==> config.mk <==
export PLATFORM = sky130hd
export DESIGN_NAME = dual_dac_serial_ctrl
export DESIGN_NICKNAME = d
export VERILOG_FILES = /design/src/rtl/dual_dac_serial_pkg.sv /design/src/rtl/ddc_sync.sv /design/src/rtl/ddc_frame_rx.sv /design/src/rtl/ddc_latch_bank.sv /design/src/rtl/dual_dac_serial_ctrl.sv
export SDC_FILE = /design/constraint.sdc
export NUM_CORES = 1
export LEC_CHECK = 0
export BUFFER_PORTS_ARGS = -buffer_cell sky130_fd_sc_hd__buf_2
export CAP_MARGIN = 0
export CORE_MARGIN = 4
export CORE_UTILIZATION = 50
export CTS_BUF_LIST = sky130_fd_sc_hd__clkbuf_4 sky130_fd_sc_hd__clkbuf_8
export DETAILED_ROUTE_END_ITERATION = 8
export GPL_ROUTABILITY_DRIVEN = 0
export GPL_TIMING_DRIVEN = 0
export PLACE_DENSITY_LB_ADDON = 0.2
export SYNTH_ARGS = -nofsm -noshare
export SYNTH_HDL_FRONTEND = slang
export SYNTH_HIERARCHICAL = 1
export SYNTH_SLANG_ARGS = --single-unit
==> constraint.sdc <==
create_clock -name clk -period 3.7 [get_ports clk]
set_input_delay 0.555 -clock clk [delete_from_list [all_inputs] [get_ports clk]]
set_output_delay 0.555 -clock clk [all_outputs]
set_load 0.005 [all_outputs]
==> src/rtl/dual_dac_serial_pkg.sv <==
package dual_dac_serial_pkg;

   // Command field values (upper nibble of the serial word)
   typedef enum logic [3:0] {
      CMD_LOAD_BUF = 4'h1,
      CMD_XFER_B   = 4'h8,
      CMD_LOAD_A   = 4'hC
   } dac_cmd_e;

   localparam int unsigned CMD_W = 4;

endpackage

==> src/rtl/ddc_sync.sv <==
module ddc_sync #(
   parameter int unsigned W       = 3,
   parameter int unsigned STAGES  = 2,
   parameter logic [W-1:0] RST_VAL = '0
) (
   input  logic         clk,
   input  logic         rst_n,
   input  logic [W-1:0] d,
   output logic [W-1:0] q
);

   generate
      if (STAGES < 2) begin : g_bad_stages
         $error("ddc_sync: STAGES must be at least 2");
      end
   endgenerate

   logic [W-1:0] stg [STAGES];

   genvar gi;
   generate
      for (gi = 0; gi < STAGES; gi++) begin : g_stage
         always_ff @(posedge clk or negedge rst_n) begin
            if (!rst_n) begin
               stg[gi] <= RST_VAL;
            end else begin
               if (gi == 0) stg[gi] <= d;
               else         stg[gi] <= stg[(gi == 0) ? 0 : gi - 1];
            end
         end
      end
   endgenerate

   assign q = stg[STAGES-1];

endmodule

==> src/rtl/ddc_frame_rx.sv <==
module ddc_frame_rx #(
   parameter int unsigned WORD_W   = 16,
   parameter int unsigned CMD_W    = 4,
   parameter int unsigned DATA_W   = 8,
   parameter int unsigned MIN_BITS = 8
) (
   input  logic              clk,
   input  logic              rst_n,
   input  logic              cs_s,
   input  logic              sclk_s,
   input  logic              sdi_s,
   output logic              commit_vld,
   output logic [CMD_W-1:0]  commit_cmd,
   output logic [DATA_W-1:0] commit_data
);

   localparam int unsigned CNT_W    = $clog2(WORD_W + 1);
   localparam int unsigned DATA_LO  = WORD_W - DATA_W;

   logic              cs_q, sclk_q;
   logic [CNT_W-1:0]  cnt;
   logic [CMD_W-1:0]  cmd_q, cmd_nxt;
   logic [DATA_W-1:0] data_q, data_nxt;
   logic              sclk_fall, cs_rise, full, last_bit, early_ok;
   logic [CNT_W-1:0]  cmd_sh, data_sh;

   assign sclk_fall = sclk_q & ~sclk_s;
   assign cs_rise   = ~cs_q & cs_s;
   assign full      = (cnt == CNT_W'(WORD_W));
   assign last_bit  = (cnt == CNT_W'(WORD_W - 1));
   assign early_ok  = (cnt >= CNT_W'(MIN_BITS)) && !full;

   assign cmd_sh  = CNT_W'(CMD_W - 1) - cnt;
   assign data_sh = CNT_W'(WORD_W - 1) - cnt;

   // Place the incoming bit at its word position; reserved bits are dropped
   always_comb begin
      cmd_nxt  = cmd_q;
      data_nxt = data_q;
      if (cnt < CNT_W'(CMD_W))
         cmd_nxt = cmd_q | (CMD_W'(sdi_s) << cmd_sh);
      else if (cnt >= CNT_W'(DATA_LO) && !full)
         data_nxt = data_q | (DATA_W'(sdi_s) << data_sh);
   end

   always_ff @(posedge clk or negedge rst_n) begin
      if (!rst_n) begin
         cs_q        <= 1'b1;
         sclk_q      <= 1'b0;
         cnt         <= '0;
         cmd_q       <= '0;
         data_q      <= '0;
         commit_vld  <= 1'b0;
         commit_cmd  <= '0;
         commit_data <= '0;
      end else begin
         cs_q       <= cs_s;
         sclk_q     <= sclk_s;
         commit_vld <= 1'b0;
         if (cs_rise && early_ok) begin
            commit_vld  <= 1'b1;
            commit_cmd  <= cmd_q;
            commit_data <= data_q;
         end
         if (cs_s) begin
            cnt    <= '0;
            cmd_q  <= '0;
            data_q <= '0;
         end else if (sclk_fall && !full) begin
            cnt    <= cnt + 1'b1;
            cmd_q  <= cmd_nxt;
            data_q <= data_nxt;
            if (last_bit) begin
               commit_vld  <= 1'b1;
               commit_cmd  <= cmd_nxt;
               commit_data <= data_nxt;
            end
         end
      end
   end

   AST_CNT_RANGE: assert property (@(posedge clk) disable iff (!rst_n)
      cnt <= CNT_W'(WORD_W));
   AST_SINGLE_COMMIT: assert property (@(posedge clk) disable iff (!rst_n)
      commit_vld |=> !commit_vld);
   AST_SHORT_DROP: assert property (@(posedge clk) disable iff (!rst_n)
      (cs_rise && cnt < CNT_W'(MIN_BITS)) |=> !commit_vld);
   AST_IDLE_HOLD: assert property (@(posedge clk) disable iff (!rst_n)
      cs_s |=> (cnt == '0) && !$rose(commit_vld) || $past(cs_rise));

endmodule

==> src/rtl/ddc_latch_bank.sv <==
module ddc_latch_bank
   import dual_dac_serial_pkg::*;
#(
   parameter int unsigned CMD_W  = 4,
   parameter int unsigned DATA_W = 8
) (
   input  logic              clk,
   input  logic              rst_n,
   input  logic              commit_vld,
   input  logic [CMD_W-1:0]  commit_cmd,
   input  logic [DATA_W-1:0] commit_data,
   output logic [DATA_W-1:0] code_a,
   output logic [DATA_W-1:0] code_b
);

   logic [DATA_W-1:0] stage_q;
   logic              is_xfer, is_buf, is_a, is_other;

   assign is_xfer  = (commit_cmd == CMD_XFER_B);
   assign is_buf   = (commit_cmd == CMD_LOAD_BUF);
   assign is_a     = (commit_cmd == CMD_LOAD_A);
   assign is_other = !(is_xfer || is_buf || is_a);

   always_ff @(posedge clk or negedge rst_n) begin
      if (!rst_n) begin
         code_a  <= '0;
         code_b  <= '0;
         stage_q <= '0;
      end else if (commit_vld) begin
         unique case (1'b1)
            is_xfer: begin
               code_b <= commit_data;
               code_a <= stage_q;
            end
            is_buf:  stage_q <= commit_data;
            is_a:    code_a  <= commit_data;
            default: ;
         endcase
      end
   end

   AST_HOLD_IDLE: assert property (@(posedge clk) disable iff (!rst_n)
      !commit_vld |=> $stable(code_a) && $stable(code_b) && $stable(stage_q));
   AST_XFER_PAIR: assert property (@(posedge clk) disable iff (!rst_n)
      (commit_vld && is_xfer) |=> (code_a == $past(stage_q)) && (code_b == $past(commit_data)));
   AST_BUF_ONLY: assert property (@(posedge clk) disable iff (!rst_n)
      (commit_vld && is_buf) |=> $stable(code_a) && $stable(code_b));
   AST_A_ONLY: assert property (@(posedge clk) disable iff (!rst_n)
      (commit_vld && is_a) |=> $stable(code_b) && $stable(stage_q));
   AST_IGNORED_CMD: assert property (@(posedge clk) disable iff (!rst_n)
      (commit_vld && is_other) |=> $stable(code_a) && $stable(code_b) && $stable(stage_q));

endmodule

==> src/rtl/dual_dac_serial_ctrl.sv <==
module dual_dac_serial_ctrl #(
   parameter int unsigned WORD_W      = 16,
   parameter int unsigned CMD_W       = 4,
   parameter int unsigned DATA_W      = 8,
   parameter int unsigned MIN_BITS    = 8,
   parameter int unsigned SYNC_STAGES = 2
) (
   input  logic              clk,
   input  logic              rst_n,
   input  logic              cs_n,
   input  logic              sclk,
   input  logic              sdi,
   output logic [DATA_W-1:0] code_a,
   output logic [DATA_W-1:0] code_b
);

   generate
      if (CMD_W != dual_dac_serial_pkg::CMD_W) begin : g_bad_cmd
         $error("dual_dac_serial_ctrl: CMD_W must match the command encoding");
      end
      if (WORD_W < CMD_W + DATA_W) begin : g_bad_word
         $error("dual_dac_serial_ctrl: WORD_W too small for command and code");
      end
      if (MIN_BITS < 1 || MIN_BITS > WORD_W) begin : g_bad_min
         $error("dual_dac_serial_ctrl: MIN_BITS out of range");
      end
   endgenerate

   logic [2:0]        ser_s;
   logic              commit_vld;
   logic [CMD_W-1:0]  commit_cmd;
   logic [DATA_W-1:0] commit_data;

   ddc_sync #(
      .W       (3),
      .STAGES  (SYNC_STAGES),
      .RST_VAL (3'b100)
   ) u_sync (
      .clk   (clk),
      .rst_n (rst_n),
      .d     ({cs_n, sclk, sdi}),
      .q     (ser_s)
   );

   ddc_frame_rx #(
      .WORD_W   (WORD_W),
      .CMD_W    (CMD_W),
      .DATA_W   (DATA_W),
      .MIN_BITS (MIN_BITS)
   ) u_rx (
      .clk         (clk),
      .rst_n       (rst_n),
      .cs_s        (ser_s[2]),
      .sclk_s      (ser_s[1]),
      .sdi_s       (ser_s[0]),
      .commit_vld  (commit_vld),
      .commit_cmd  (commit_cmd),
      .commit_data (commit_data)
   );

   ddc_latch_bank #(
      .CMD_W  (CMD_W),
      .DATA_W (DATA_W)
   ) u_bank (
      .clk         (clk),
      .rst_n       (rst_n),
      .commit_vld  (commit_vld),
      .commit_cmd  (commit_cmd),
      .commit_data (commit_data),
      .code_a      (code_a),
      .code_b      (code_b)
   );

   AST_RESET_ZERO: assert property (@(posedge clk)
      !rst_n |=> (code_a == '0) && (code_b == '0));

endmodule

==> metrics.yaml <==
outcome: "finished clean"
grt.overflow.total: 0
power_leakage_nw: 1.418
yosysSeqAreaShare_pct: 61.02
synthXorXnorAreaFrac_pct: 1.375
drive_gt1_share_pct: 33.04
wirelength_met1_um: 1928
syn2layout_area_growth_pct: 14.78
insertion_delay_ns: 0.32
initial_core_util_pct: 52.91
slew_headroom_pct: 51.81
antenna_found_initial: 0
ant_nets: 0
top_layer: "met4"
synth_edf_count: 0
port_buffers: 20
fin_util_pct: 60.73
critPathLaunchType: "flop"
ys.warnings.count: 6
grt.total_usage_pct: 16.20
cts_resized: 0
synth_cell_type_count: 36
row_count: 25
synth_fp_nets: 200
synth_adder_area_share_pct: 1.964
syn_area_sq_um: 2549
async_flop_share_pct: 100.0
finalSetupViolations: 0
crit_type: "flop to flop"
antennaDiodeCount: 0
drt-total-wl_um: 4308
met3WireLength_um: 173
fin_nets: 231
cp_top_family: "simple AND/OR/NAND/NOR gates"
root_buffer: "clkbuf_8"
finalSetupTns_ns: 0
crit_path_end_kind: "flop"
first_pass_iters: 4
path_clk_slew_ns: 0.07
synth_seq_cells: 62
fp.dieW_um: 79.40
cts_setup_buffers: 0
drv_cap: 0
dp_cells: 278
synth_ff_type: "dfrtp_1"
crit_buf_inv: 1
cp_data_arrival_time_ns: 2.30
hpwl_um: 3051
path_cells: "inv_1 -> ha_1 -> nand3_2 -> nand4_4 -> or4_4 -> o32ai_1"
clock_sinks: 62
grt_pass1_wl_um: 7776
vias: 1532
final-hold-violation-count: 0
crit_slowest_cell: "or4_4"
worst_pin_slew_ns: 0.7228
slew_viol_final: 0
fin_crit_ns: 2.076
worstHoldPathType: "primary input to asynchronous set/reset pin"
cts_tree: "yes"
rsz0062_at_grt: "false"
die-area_sq_um: 6304
cp.required_ns: 3.92
io_pins: 21
cts_buffers: 9
grt_pass1_vias: 1651
die_y_um: 79.40
fmax_ghz: 0.4817
avgRoutedWirePerCell_um: 14.65
final_cell_mix: "59 x dfrtp_1, 19 x buf_2, 18 x mux2_2"
vdd_ir_drop_max_uv: 238.9
synth-compound-area-share_pct: 6.431
syn_inst: 191
final_cell_count_no_fill: 294
max_stage_delay_ns: 0.54
finalPower_mw: 1.270
holdBufCountCts: 0
final_common_cell: "dfrtp_1"
synth_mux_area_share_pct: 14.68
drc: 0
finalCritPeriodShare_pct: 56.11
postSynthAreaPerCell_sq_um: 13.34
synth_top_family_by_area: "multiplexers"
drt_iter0_markers: 108
grt_max_degree: 63
crit_fanout: 7
viasPerCell: 5.211
wl_met2_um: 2134
coreArea_sq_um: 4817
synth-simple-area-share_pct: 9.622
stdcell_area_sq_um: 2925
htree_levels: 3
powerDensity_nw_per_um2: 434.1
clock_skew_ns: 0.006097
place_area_sq_um: 2733
clockBufferDepth: 2
cell families (layout without fill, tap and decap cells):
kind of cell | count (synthesis) | after routing
AO/OA/AOI/OAI | 25 | 25
XOR/XNOR | 4 | 4
adder cells (fa/ha/maj) | 4 | 4
buffers and inverters | 26 | 62
flip-flops | 62 | 62
multiplexers | 34 | 34
AND/OR/NAND/NOR | 36 | 36
state kept, by name, indices dropped and copies added, names as in the netlist:
register and cells:
u_rx/cmd_q 4, u_rx/cnt 5, u_bank/code_b 8, u_sync/q 3
u_rx/commit_vld 1, u_bank/code_a 8, u_rx/commit_cmd 4, u_bank/stage_q 8
u_rx/commit_data 8, u_sync/stg 3, u_rx/data_q 8, u_rx/cs_q 1
u_rx/sclk_q 1
worst paths after layout:
path,from,end,slack (ns),depth (start not counted)
min in group clk,cs_n,u_sync/stg[5],0.33,1
max,u_rx/cnt[0],u_rx/cmd_q[1],1.62,6
max reg2reg,u_rx/cnt[0],u_rx/cmd_q[1],1.62,6
min,rst_n,u_bank/stage_q[7],0.29,1
max in group asynchronous,rst_n,u_rx/commit_data[6],2.94,1
min reg2reg,u_sync/stg[4],u_sync/q[1],0.35,0
metal layers:
| metal | track usage, % | up-vias |
|---|---|---|
| met5 | 0 | - |
| met4 | 8.076 | 0 |
| met3 | 4.289 | 7 |
| met2 | 25.93 | 29 |
| met1 | 20.35 | 766 |
| li1 | - | 730 |
where the power goes:
group          switching, mW  internal [mW]
registers            0.00437          0.686
clock network          0.240          0.303
logic                 0.0255         0.0107
metrics by stage:
stage	hold WS, ns	setup slack [ns]
floorplan	0.2594	1.898
global route	0.3102	1.469
finish	0.2859	1.624
global placement	0.3365	1.678
CTS	0.3153	1.632
detailed placement	0.3371	1.657
worst reg2reg max path, stage by stage (launching register included):
cell and delay (ns):
dfrtp_1 0.48, inv_1 0.15, ha_1 0.24, nand3_2 0.16, nand4_4 0.15, or4_4 0.54
o32ai_1 0.25
layout make-up:
type | instances | area (sq um)
tap | 67 | 83.83
sequential | 62 | 1555
clock inverter | 3 | 17.52
multi-input combinational | 103 | 868.3
inverter | 17 | 63.81
clock buffer | 13 | 172.7
fill | 422 | 1892
timing repair buffer | 20 | 102.6
buffer | 9 | 61.31
synthesized netlist by cell type (2+ instances only):
cell type  number  share of area, %
o32ai_1         4               1.4
ha_1            4               2.0
xnor2_1         3               1.0
o22ai_1         8               2.0
dfstp_2         3               3.1
nand2_1         3              0.44
a21oi_1         9               1.8
mux2i_1         7               2.7
buf_4           5               1.5
nor2_1         13               1.9
inv_1          16               2.4
mux2_2         18               8.0
mux2_1          9               4.0
nand3_1         5              0.98
nand3b_2        2              0.88
nand4_1         3              0.74
dfrtp_1        59                58
clkbuf_1        2              0.29
Note: power is estimated with default switching activity, not from simulation.
